==> config.mk <==
export PLATFORM = sky130hd
export DESIGN_NAME = gf4096_tower_mul
export DESIGN_NICKNAME = d
export VERILOG_FILES = /design/src/rtl/gft_pkg.sv /design/src/rtl/gft_gf64_mul.sv /design/src/rtl/gft_tower_core.sv /design/src/rtl/gft_out_stage.sv /design/src/rtl/gf4096_tower_mul.sv
export SDC_FILE = /design/constraint.sdc
export NUM_CORES = 1
export LEC_CHECK = 0
export BUFFER_PORTS_ARGS = -buffer_cell sky130_fd_sc_hd__buf_2
export CAP_MARGIN = 30
export CELL_PAD_IN_SITES_DETAIL_PLACEMENT = 0
export CELL_PAD_IN_SITES_GLOBAL_PLACEMENT = 2
export CORE_ASPECT_RATIO = 0.9
export CORE_MARGIN = 5
export CORE_UTILIZATION = 32
export DETAILED_ROUTE_END_ITERATION = 8
export GPL_ROUTABILITY_DRIVEN = 0
export PLACE_DENSITY_LB_ADDON = 0.1
export SLEW_MARGIN = 5
export SYNTH_ARGS = -nofsm -noshare
export SYNTH_HDL_FRONTEND = slang
export SYNTH_SLANG_ARGS = --single-unit
==> constraint.sdc <==
create_clock -name clk -period 2.45 [get_ports clk]
set_input_delay 0.3675 -clock clk [delete_from_list [all_inputs] [get_ports clk]]
set_output_delay 0.3675 -clock clk [all_outputs]
set_load 0.05 [all_outputs]
==> src/rtl/gft_pkg.sv <==
package gft_pkg;
    localparam int HALF_W   = 6;
    localparam int ELEM_W   = 2 * HALF_W;
    // x^6 + x + 1 with the x^6 term dropped
    localparam logic [HALF_W-1:0] GF64_TAIL = 6'h03;
    localparam logic [HALF_W-1:0] EXT_CONST = 6'h21;
    localparam logic [ELEM_W-1:0] STEP_CONST = 12'hE01;
    localparam logic [ELEM_W-1:0] STEP_ZERO_MAP = 12'h001;

    typedef enum logic {
        MODE_GENERAL = 1'b0,
        MODE_STEP    = 1'b1
    } gft_mode_e;
endpackage

==> src/rtl/gft_gf64_mul.sv <==
module gft_gf64_mul
    import gft_pkg::*;
(
    input  logic [HALF_W-1:0] x,
    input  logic [HALF_W-1:0] y,
    output logic [HALF_W-1:0] z
);
    // y * alpha^i, reduced
    logic [HALF_W-1:0] y_pow [HALF_W];

    assign y_pow[0] = y;
    generate
        for (genvar i = 1; i < HALF_W; i++) begin : g_shift
            assign y_pow[i] = {y_pow[i-1][HALF_W-2:0], 1'b0}
                            ^ (y_pow[i-1][HALF_W-1] ? GF64_TAIL : '0);
        end
    endgenerate

    always_comb begin
        z = '0;
        for (int i = 0; i < HALF_W; i++) begin
            if (x[i]) z = z ^ y_pow[i];
        end
    end
endmodule

==> src/rtl/gft_tower_core.sv <==
module gft_tower_core
    import gft_pkg::*;
(
    input  logic [ELEM_W-1:0] a,
    input  logic [ELEM_W-1:0] b,
    output logic [ELEM_W-1:0] p
);
    logic [HALF_W-1:0] a_hi, a_lo, b_hi, b_lo;
    logic [HALF_W-1:0] m_sum, m_lo, m_hi, m_ext;
    logic [HALF_W-1:0] p_hi, p_lo;

    assign a_hi = a[ELEM_W-1:HALF_W];
    assign a_lo = a[HALF_W-1:0];
    assign b_hi = b[ELEM_W-1:HALF_W];
    assign b_lo = b[HALF_W-1:0];

    gft_gf64_mul u_sum (.x(a_hi ^ a_lo), .y(b_hi ^ b_lo), .z(m_sum));
    gft_gf64_mul u_lo  (.x(a_lo),        .y(b_lo),        .z(m_lo));
    gft_gf64_mul u_hi  (.x(a_hi),        .y(b_hi),        .z(m_hi));
    gft_gf64_mul u_ext (.x(m_hi),        .y(EXT_CONST),   .z(m_ext));

    assign p_hi = m_sum ^ m_lo;
    assign p_lo = m_ext ^ m_lo;
    assign p    = {p_hi, p_lo};
endmodule

==> src/rtl/gft_out_stage.sv <==
module gft_out_stage
    import gft_pkg::*;
#(
    parameter bit PIPE = 1'b1
) (
    input  logic              clk,
    input  logic              rst_n,
    input  logic              d_valid,
    input  logic [ELEM_W-1:0] d_data,
    output logic              q_valid,
    output logic [ELEM_W-1:0] q_data
);
    generate
        if (PIPE) begin : g_reg
            always_ff @(posedge clk) begin
                if (!rst_n) begin
                    q_valid <= 1'b0;
                    q_data  <= '0;
                end else begin
                    q_valid <= d_valid;
                    if (d_valid) q_data <= d_data;
                end
            end
        end else begin : g_comb
            logic unused_clk;
            assign unused_clk = clk;
            assign q_valid = d_valid & rst_n;
            assign q_data  = rst_n ? d_data : '0;
        end
    endgenerate
endmodule

==> src/rtl/gf4096_tower_mul.sv <==
module gf4096_tower_mul
    import gft_pkg::*;
#(
    parameter bit PIPE = 1'b1
) (
    input  logic              clk,
    input  logic              rst_n,
    input  logic              in_valid,
    input  logic              mode,
    input  logic [ELEM_W-1:0] op_a,
    input  logic [ELEM_W-1:0] op_b,
    output logic              out_valid,
    output logic [ELEM_W-1:0] product
);
    gft_mode_e         mode_e;
    logic [ELEM_W-1:0] rhs;
    logic [ELEM_W-1:0] core_p;
    logic [ELEM_W-1:0] sel_p;

    assign mode_e = gft_mode_e'(mode);

    always_comb begin
        unique case (mode_e)
            MODE_GENERAL: rhs = op_b;
            MODE_STEP:    rhs = STEP_CONST;
            default:      rhs = op_b;
        endcase
    end

    gft_tower_core u_core (.a(op_a), .b(rhs), .p(core_p));

    always_comb begin
        sel_p = core_p;
        if (mode_e == MODE_STEP && op_a == '0) sel_p = STEP_ZERO_MAP;
    end

    gft_out_stage #(.PIPE(PIPE)) u_stage (
        .clk(clk), .rst_n(rst_n),
        .d_valid(in_valid), .d_data(sel_p),
        .q_valid(out_valid), .q_data(product)
    );
endmodule

==> impl_metrics.py, run 1 <==
metrics = {
    "power_and_ir_drop": {
        "switching_power_uw": 758,
        "p_leak_uw": 0.00142,
        "p_total_uw": 1630,
        "switching_share": 0.465,
        "clkPwrFrac": 0.114,
        "power_density_nw_per_um2": 499,
        "p_seq_frac": 0.171,
        "peakVddDrop_v": 0.000231,
        "p_comb_frac": 0.715,
        "internal_power_uw": 873,
    },
    "timing": {
        "fmax_mhz": 459,
        "hold-worst-slack_ns": 0.385,
        "finalHoldViolations": 0,
        "fin_skew_ns": 0,
        "post-route-period-util": 0.888,
        "drv_slew": 0,
        "setup_tns_ns": 0,
        "slew_headroom": 0.492,
        "worst_slew_pin_slew_ns": 0.757,
        "fin_crit_ns": 2.18,
        "rsz0062_at_grt": "no",
        "setup_viol": 0,
    },
    "layout": {
        "insertedDiodeCount": 0,
        "design_area_sq_um": 3270,
        "finalCoreUtilization": 0.402,
        "n_fill_cell": 902,
        "fin_nets": 478,
        "drive_above_1_share": 0.225,
        "area_delta_synth_final_pct": 20.6,
    },
    "setup_path": {
        "crit_slowest_cell": "xnor3_1",
        "worstPathCellList": "buf_2, buf_12, nand2b_1, xnor2_1, a2bb2oi_1, xnor3_1, mux2i_1, o211ai_1, xor2_1, o21ai_1",
        "crit_fanout": 10,
        "worstPathArrival_ns": 2.29,
        "reg2reg_depth": 3,
        "start_kind": "input pin",
        "worstPathRequired_ns": 2.57,
        "critPathCaptureType": "flop",
        "r2r-end": "u_stage.q_data[5]$_SDFFE_PN0P_",
        "r2r_start": "u_stage.q_data[5]$_SDFFE_PN0P_",
        "rrSetupSlack_ns": 1.78,
        "critPathMaxStageDelay_ns": 0.48,
        "criticalPathCategory": "in -> reg",
    },
    "detailed_routing": {
        "drt-total-wl_mm": 8.50,
        "drc_errors": 0,
        "avgRoutedWirePerCell_um": 15.5,
        "antenna_left": 0,
        "first_pass_iters": 4,
        "first_iter_violations": 114,
        "vias_per_cell": 5.02,
        "vias": 2751,
    },
    "min_path": {
        "hold_depth": 2,
        "hold_class": "in -> reg",
        "hold_end": "u_stage.q_data[4]$_SDFFE_PN0P_",
        "hp-start": "rst_n",
    },
    "global_routing": {
        "grt_overflow": 0,
        "grt_first_pass_wirelength_mm": 14.1,
        "grt_max_degree": 17,
        "grt_pass1_vias": 2723,
        "antenna_found_initial": 0,
        "grtUsageTotal": 0.166,
    },
    "yosys": {
        "avgSynthCellArea_sq_um": 6.87,
        "synth_area_sq_um": 2710,
        "synth_edf_count": 0,
        "synthesis.nets": 423,
        "ys.flop_type": "dfxtp_1",
        "yosysWarningCount": 0,
        "yosysSeqAreaShare": 0.0959,
        "synth_cell_type_count": 52,
        "synth_cells": 395,
        "async_reset_ff_frac": 0,
        "synth_seq_cells": 13,
    },
    "clock_network": {
        "cts_sinks": 13,
        "post_cts_buffers": 0,
        "clkTransAtPathRegs_ns": 0.05,
        "cts_resized": 0,
        "hold_buffers": 0,
        "numCtsBuffers": 3,
        "cts_max_level": 1,
        "ctsRootBufferMaster": "clkbuf_8",
        "clock_path_buffers": 2,
        "worst_skew_pair.late_latency_ns": 0.24,
        "cts_tree": "built",
    },
    "floorplan": {
        "core_sq_um": 8150,
        "start_util": 0.333,
        "fp.dieArea_sq_um": 10400,
        "die_w_um": 107,
        "rows": 31,
        "boundaryPins": 41,
        "fp.dieH_um": 97.4,
    },
    "status": {
        "status": "completed",
    },
    "job": {
        "max_cap_viol_count": 0,
    },
    "placed_design": {
        "place_area_sq_um": 3230,
        "place_hpwl_mm": 6.95,
        "portBuffers": 40,
    },
}
-- how the worst max path moves through the flow --
stage	slack, ns	start	depth (start not counted)	end
finish	0.27	op_b[3]	10	u_stage.q_data[2]$_SDFFE_PN0P_
global route	0.17	op_b[3]	10	u_stage.q_data[2]$_SDFFE_PN0P_
CTS	0.29	op_b[3]	10	u_stage.q_data[2]$_SDFFE_PN0P_
detailed placement	0.04	op_a[10]	9	u_stage.q_data[0]$_SDFFE_PN0P_
global placement	0.05	op_b[3]	10	u_stage.q_data[2]$_SDFFE_PN0P_
floorplan	0.16	op_a[1]	8	u_stage.q_data[0]$_SDFFE_PN0P_
-- cell type report --
cell class	count	area, sq um	area share
clock buffer	4	45.0	0.0138
inverter	12	45.0	0.0138
multi-input combinational	333	2230	0.682
sequential	13	260	0.0795
tap	99	124	0.0379
timing repair buffer	87	566	0.173
-- critical path, delay by kind of cell --
family                 cells  cell delay [ns]
buffers and inverters      2             0.26
AND/OR/NAND/NOR            1             0.15
AO/OA/AOI/OAI              3             0.47
XOR/XNOR                   3             0.87
multiplexers               1             0.18
-- layer usage --
metal,vias up,track usage,part of all wire
met5,-,0,0
met4,0,0.0265,0.011
met3,6,0.0173,0.051
met2,63,0.270,0.44
met1,1252,0.238,0.50
li1,1430,-,-
-- power by group through the flow --
| stage | combinational [uW] | sequential [uW] | clock [uW] |
|---|---|---|---|
| final | 1170 | 278 | 186 |
| after global routing | 1270 | 284 | 205 |
| after CTS | 1180 | 279 | 195 |
| after detailed placement | 1180 | 283 | 0 |
| after global placement | 1180 | 282 | 0 |
| after floorplan | 720 | 445 | 0 |
-- stage by stage --
stage          cells  setup WS (ns)
2_1_floorplan    395          0.157
3_3_place_gp     544         0.0528
3_5_place_dp     544         0.0391
4_1_cts          548          0.293
5_1_grt          548          0.170
6_report         548          0.273
-- synthesized netlist by cell type (3+ instances only) --
master	number	area, sq um
a211oi_1	4	30.0
o22ai_1	8	50.1
xnor3_1	5	113
buf_2	12	60.1
clkbuf_1	17	63.8
a22oi_1	6	45.0
nor2_1	38	143
mux2i_1	5	50.1
a21oi_1	18	90.1
xor2_1	29	254
o21ai_0	12	60.1
and2_1	3	18.8
nand2_1	64	240
xnor2_1	67	587
o221ai_1	3	26.3
nor2b_1	3	18.8
nor3_1	5	25.0
a211o_1	3	26.3
nand3_1	9	45.0
dfxtp_1	13	260
nand2b_1	3	18.8
o21ai_1	12	60.1
mux2_2	3	33.8
buf_1	4	15.0
o31ai_1	4	30.0
inv_1	11	41.3
-- cells by family (layout without fill, tap and decap cells) --
group                     Yosys count  after routing  synth area share
AOI/OAI and AO/OA                  87             87             0.210
xor gates and xnor gates          104            104             0.372
buffers and inverters              49            103            0.0816
DFF                                13             13            0.0959
muxes                               8              8            0.0309
and+or+nand+nor                   134            134             0.210
-- flip-flops by register name, summed over array words and instances (netlist names) --
register         count
u_stage.q_valid      1
u_stage.q_data      12
-- layout by cell type (no fill, tap or decap), drive strengths merged, types with 4 or more instances in the layout --
master	n
xnor2	69
a22oi	6
dfxtp	13
a21oi	19
nand3	9
clkbuf	4
xor2	29
o31ai	4
nor3	5
mux2i	5
inv	12
nor2	38
nand2	65
o22ai	9
buf	87
o21ai	25
xnor3	6
a211oi	4
Power figures use the tool's default switching activity.
==> run 2, diff against run 1 <==
Settings changed: CORE_UTILIZATION 32 to 33, CTS_BUF_LIST from default to sky130_fd_sc_hd__clkbuf_2.
==> impl_metrics.py, run 2 (synthesized netlist as in run 1, its figures left out) <==
metrics = {
    "power_and_ir_drop": {
        "peakVddDrop_v": 0.000172,
        "switching_share": 0.488,
        "power_density_nw_per_um2": 481,
        "p_seq_frac": 0.180,
        "internal_power_uw": 795,
        "clkPwrFrac": 0.070,
        "switching_power_uw": 758,
        "p_comb_frac": 0.750,
        "p_leak_uw": 0.00140,
    },
    "layout": {
        "area_delta_synth_final_pct": 19.1,
        "final_common_cell": "xnor2_1",
        "layout_common_cells": "xnor2_1, nand2_1, buf_4",
        "fin_nets": 476,
        "drive_above_1_share": 0.224,
        "insertedDiodeCount": 0,
        "instances_no_fill": 546,
        "top_regs": "u_stage.q_data x12, u_stage.q_valid x1",
        "largest_reg_flops": 12,
        "largest_register": "u_stage.q_data",
    },
    "global_routing": {
        "grt_pass1_vias": 2702,
        "grtUsageTotal": 0.175,
        "grt_max_degree": 16,
        "antenna_found_initial": 0,
        "grt_first_pass_wirelength_mm": 14.3,
        "grt_overflow": 0,
    },
    "detailed_routing": {
        "vias": 2742,
        "antenna_left": 0,
        "first_iter_violations": 150,
        "avgRoutedWirePerCell_um": 15.8,
        "first_pass_iters": 4,
        "drc_errors": 0,
        "vias_per_cell": 5.02,
        "drt-total-wl_mm": 8.65,
    },
    "placed_design": {
        "place_hpwl_mm": 6.93,
        "dp.cells": 542,
        "portBuffers": 40,
    },
    "setup_path": {
        "worstPathRequired_ns": 2.61,
        "worstPathCellList": "buf_2, nand2_2, xnor3_2, mux2i_1, a21oi_2, xnor2_2, xnor2_1, xnor3_1, o221a_1",
        "crit_slowest_cell": "xnor3_2",
        "crit_fanout": 2,
        "critPathCaptureType": "flop",
        "crit_buf_inv": 1,
        "start_kind": "input pin",
        "criticalPathCategory": "in -> reg",
        "worstPathArrival_ns": 2.26,
        "critPathMaxStageDelay_ns": 0.42,
        "critPathTopFamily": "XOR/XNOR gates",
    },
    "clock_network": {
        "cts_sinks": 13,
        "cts_tree": "built",
        "hold_buffers": 0,
        "clkTransAtPathRegs_ns": 0.12,
        "cts_resized": 0,
        "cts_max_level": 1,
        "post_cts_buffers": 0,
        "clock_path_buffers": 2,
        "numCtsBuffers": 3,
        "ctsRootBufferMaster": "clkbuf_2",
        "worst_skew_pair.late_latency_ns": 0.26,
    },
    "timing": {
        "setup_viol": 0,
        "fin_skew_ns": 0,
        "rsz0062_at_grt": "no",
        "finalHoldViolations": 0,
        "setup_tns_ns": 0,
        "post-route-period-util": 0.854,
        "fmax_mhz": 478,
        "fin_crit_ns": 2.09,
        "worst_slew_pin_slew_ns": 0.689,
        "slew_headroom": 0.537,
        "drv_slew": 0,
    },
    "job": {
        "max_cap_viol_count": 0,
    },
    "floorplan": {
        "start_util": 0.338,
        "core_sq_um": 8030,
        "die_w_um": 106,
        "fp.dieArea_sq_um": 10100,
        "rows": 31,
        "fp.dieH_um": 96.0,
        "boundaryPins": 41,
    },
    "status": {
        "status": "completed",
    },
    "min_path": {
        "hold_class": "in -> reg",
    },
}
[run 2: changes by cell type in the layout (fill, tap and decap cells not counted), sizes merged]
| cell | before | now |
|---|---|---|
| buf | 87 | 85 |
[run 2: worst paths after layout]
check             slack (ns)                           start  cells after the start                              to
setup / recovery        0.36                        op_a[10]                      9  u_stage.q_data[0]$_SDFFE_PN0P_
setup reg to reg        1.76  u_stage.q_data[4]$_SDFFE_PN0P_                      3  u_stage.q_data[4]$_SDFFE_PN0P_
hold reg to reg         0.45  u_stage.q_data[8]$_SDFFE_PN0P_                      2  u_stage.q_data[8]$_SDFFE_PN0P_
hold / removal          0.37                           rst_n                      2  u_stage.q_data[5]$_SDFFE_PN0P_
[run 2: metal layers]
metal  track usage  share of wire  vias to the layer above  routed length [um]
li1              -              -                     1421                   -
met1         0.243           0.50                     1260                4290
met2         0.305           0.46                       59                3940
met3        0.0181          0.043                        2                 373
met4        0.0173         0.0061                        0                  53
met5             0              0                        -                   0
[run 2: final cells by class]
class                   instances  area (sq um)
well taps                      99           124
repair buffers                 85           551
flip-flops and latches         13           260
multi-input cells             333          2230
clock buffers                   4          20.0
fillers                       902          4800
inverters                      12          45.0
[run 2: power groups by stage]
stage | clock [uW] | sequential [uW] | combinational, uW
final | 109 | 280 | 1160
after global routing | 128 | 288 | 1280
after CTS | 113 | 280 | 1180
after detailed placement | 0 | 285 | 1180
after global placement | 0 | 282 | 1180
after floorplan | 0 | 445 | 720
[run 2: metrics by stage]
stage	cell area [sq um]	worst slack [ns]	hold slack, ns	power (uW)	utilization
after floorplan	2710	0.157	0.489	1160	-
after global placement	3210	0.0190	0.432	1460	0.400
after detailed placement	3210	0.0740	0.439	1460	0.400
after CTS	3230	0.373	0.352	1570	0.403
after global routing	3230	0.252	0.355	1690	0.403
final	3230	0.359	0.366	1550	0.403
==> run 3, diff against run 2 <==
Settings changed: CORE_UTILIZATION 33 to 35, SYNTH_HIERARCHICAL from default to 1.
==> impl_metrics.py, run 3 <==
metrics = {
    "status": {
        "status": "finished with violations",
        "violations": "negative setup slack",
    },
    "clock_network": {
        "clock_path_buffers": 2,
        "cts_max_level": 1,
        "worst_skew_pair.late_latency_ns": 0.27,
        "numCtsBuffers": 3,
        "cts_tree": "built",
        "hold_buffers": 0,
        "cts_sinks": 13,
        "clkTransAtPathRegs_ns": 0.12,
        "ctsRootBufferMaster": "clkbuf_2",
    },
    "yosys": {
        "yosysWarningCount": 6,
        "synth_area_leader_cell": "xnor2_1",
        "synth_edf_count": 0,
        "ys.flop_type": "dfxtp_1",
        "avgSynthCellArea_sq_um": 7.53,
        "synth_seq_cells": 13,
        "synth_cells": 439,
        "synth_top_cell_area_share": 0.233,
        "synth_most_common_cell": "nand2_1",
        "synth_cell_type_count": 31,
        "synthTopCellsByArea": "xnor2_1, xor2_1, nand2_1, dfxtp_1, nor2b_1",
        "yosysSeqAreaShare": 0.0787,
        "ys_top_cells_by_count": "nand2_1, xnor2_1, xor2_1",
        "synth_area_sq_um": 3310,
        "async_reset_ff_frac": 0,
    },
    "setup_path": {
        "crit_cells": 15,
        "r2r-end": "u_stage/q_data[5]$_SDFFE_PN0P_",
        "worstPathCellList": "buf_8, or2_4, xor2_4, or2_0, a31oi_1, xnor2_1, xnor2_2, nand2_1, xor2_1, xnor2_1, xnor2_1, xor2_1, a41o_1, mux2i_1, nor2b_1",
        "rrSetupSlack_ns": 1.81,
        "crit_fanout": 7,
        "critPathMaxStageDelay_ns": 0.28,
        "start_kind": "input pin",
        "critPathTopFamily": "XOR/XNOR gates",
        "cp_common_cell": "xnor2_1",
        "criticalPathCategory": "in -> reg",
        "worstPathRequired_ns": 2.63,
        "crit_buf_inv": 1,
        "critPathCapture": "u_stage/q_data[0]$_SDFFE_PN0P_",
        "reg2reg_depth": 2,
        "startpoint": "mode",
        "critPathCaptureType": "flop",
        "r2r_start": "u_stage/q_data[5]$_SDFFE_PN0P_",
        "crit_slowest_cell": "or2_4",
        "worstPathArrival_ns": 2.77,
    },
    "floorplan": {
        "core_sq_um": 9170,
        "fp.dieH_um": 102,
        "fp.dieArea_sq_um": 11500,
        "rows": 33,
        "boundaryPins": 41,
        "die_w_um": 112,
        "start_util": 0.361,
    },
    "timing": {
        "setup_tns_ns": -0.349,
        "finalHoldViolations": 0,
        "rsz0062_at_grt": "yes",
        "setup_viol": 6,
        "fin_crit_ns": 2.59,
        "fmax_mhz": 386,
        "post-route-period-util": 1.06,
        "fin_skew_ns": 0,
        "drv_slew": 0,
        "fin_ws_ns": -0.139,
    },
    "layout": {
        "multi_input_area_sq_um": 3230,
        "largest_reg_flops": 12,
        "instances_no_fill": 695,
        "final_common_cell": "nand2_1",
        "largest_register": "u_stage/q_data",
        "n_fill_cell": 893,
        "layout_common_cells": "nand2_1, buf_4, xnor2_1",
        "drive_above_1_share": 0.401,
        "insertedDiodeCount": 0,
        "fin_nets": 602,
        "area_delta_synth_final_pct": 44.7,
        "seq_area_sq_um": 260,
        "top_regs": "u_stage/q_data x12, u_stage/q_valid x1",
    },
    "power_and_ir_drop": {
        "peakVddDrop_v": 0.000503,
        "p_leak_uw": 0.00214,
        "power_density_nw_per_um2": 687,
        "p_total_uw": 3280,
    },
    "detailed_routing": {
        "drt-total-wl_mm": 9.07,
        "first_pass_iters": 4,
        "drc_errors": 0,
        "first_iter_violations": 68,
        "vias_per_cell": 4.53,
        "avgRoutedWirePerCell_um": 13.1,
        "antenna_left": 0,
        "vias": 3145,
    },
    "global_routing": {
        "antenna_found_initial": 0,
        "grt_overflow": 0,
        "grt_pass1_vias": 3116,
        "grt_first_pass_wirelength_mm": 15.2,
        "grt_max_degree": 14,
        "grtUsageTotal": 0.159,
    },
    "placed_design": {
        "portBuffers": 40,
        "dp.cells": 677,
        "post-place-ws_ns": -0.552,
        "place_hpwl_mm": 7.32,
    },
    "min_path": {
        "hold_class": "in -> reg",
    },
    "job": {
        "max_cap_viol_count": 0,
    },
}
[run 3: timing repair]
item | in CTS | in global routing
endpoints found under the setup margin | 10 | 12
buffers inserted | 13 | 3
pin swaps | 39 | 35
gates resized for setup | 41 | 32
[run 3: metal layers]
metal	global-route usage	vias to the layer above	part of all wire
li1	-	1651	-
met5	0	-	0
met4	0.0213	0	0.0035
met1	0.222	1439	0.49
met3	0.0101	4	0.030
met2	0.281	51	0.48
[run 3: how the worst min path moves through the flow]
stage | startpoint | end | slack (ns) | depth (start not counted)
6_report | rst_n | u_stage/q_data[6]$_SDFFE_PN0P_ | 0.43 | 2
3_5_place_dp | u_stage/q_data[7]$_SDFFE_PN0P_ | u_stage/q_data[7]$_SDFFE_PN0P_ | 0.51 | 2
2_1_floorplan | rst_n | u_stage/q_data[0]$_SDFFE_PN0P_ | 0.50 | 1
3_3_place_gp | u_stage/q_data[11]$_SDFFE_PN0P_ | u_stage/q_data[11]$_SDFFE_PN0P_ | 0.49 | 2
5_1_grt | rst_n | u_stage/q_data[2]$_SDFFE_PN0P_ | 0.43 | 2
4_1_cts | rst_n | u_stage/q_data[6]$_SDFFE_PN0P_ | 0.42 | 2
[run 3: kinds of logic (layout without fill, tap and decap cells)]
group	Yosys count	count (layout)	synth area share
AOI/OAI and AO/OA	52	52	0.132
xor gates and xnor gates	148	148	0.401
buffers and inverters	39	159	0.0734
DFF	13	13	0.0787
muxes	24	24	0.0757
other	2	16	0.00227
and+or+nand+nor	161	161	0.237
[run 3: area by class of cell]
type,count,share of cell area
multi-input combinational,401,0.675
timing repair buffer,144,0.226
sequential,13,0.0544
tap,122,0.0319
inverter,11,0.00863
clock buffer,4,0.00419
[run 3: power by group]
part / internal [uW] / total (uW) / switching, uW / leakage [uW]
clock: 43.3 / 111 / 67.3 / 0.0000166
combinational: 1360 / 2840 / 1470 / 0.00201
sequential: 297 / 337 / 40.1 / 0.000107
[run 3: metrics by stage]
stage | hold WS (ns) | utilization | instance area (sq um)
2_1_floorplan | 0.496 | - | 3470
3_3_place_gp | 0.492 | 0.466 | 4270
3_5_place_dp | 0.507 | 0.466 | 4270
4_1_cts | 0.418 | 0.503 | 4610
5_1_grt | 0.432 | 0.522 | 4780
6_report | 0.428 | 0.522 | 4780
[run 3: worst register-to-register path, cell delays in order, from the launching register on]
cell     delay [ns]
dfxtp_1        0.34
mux2i_1        0.14
nor2b_1        0.06
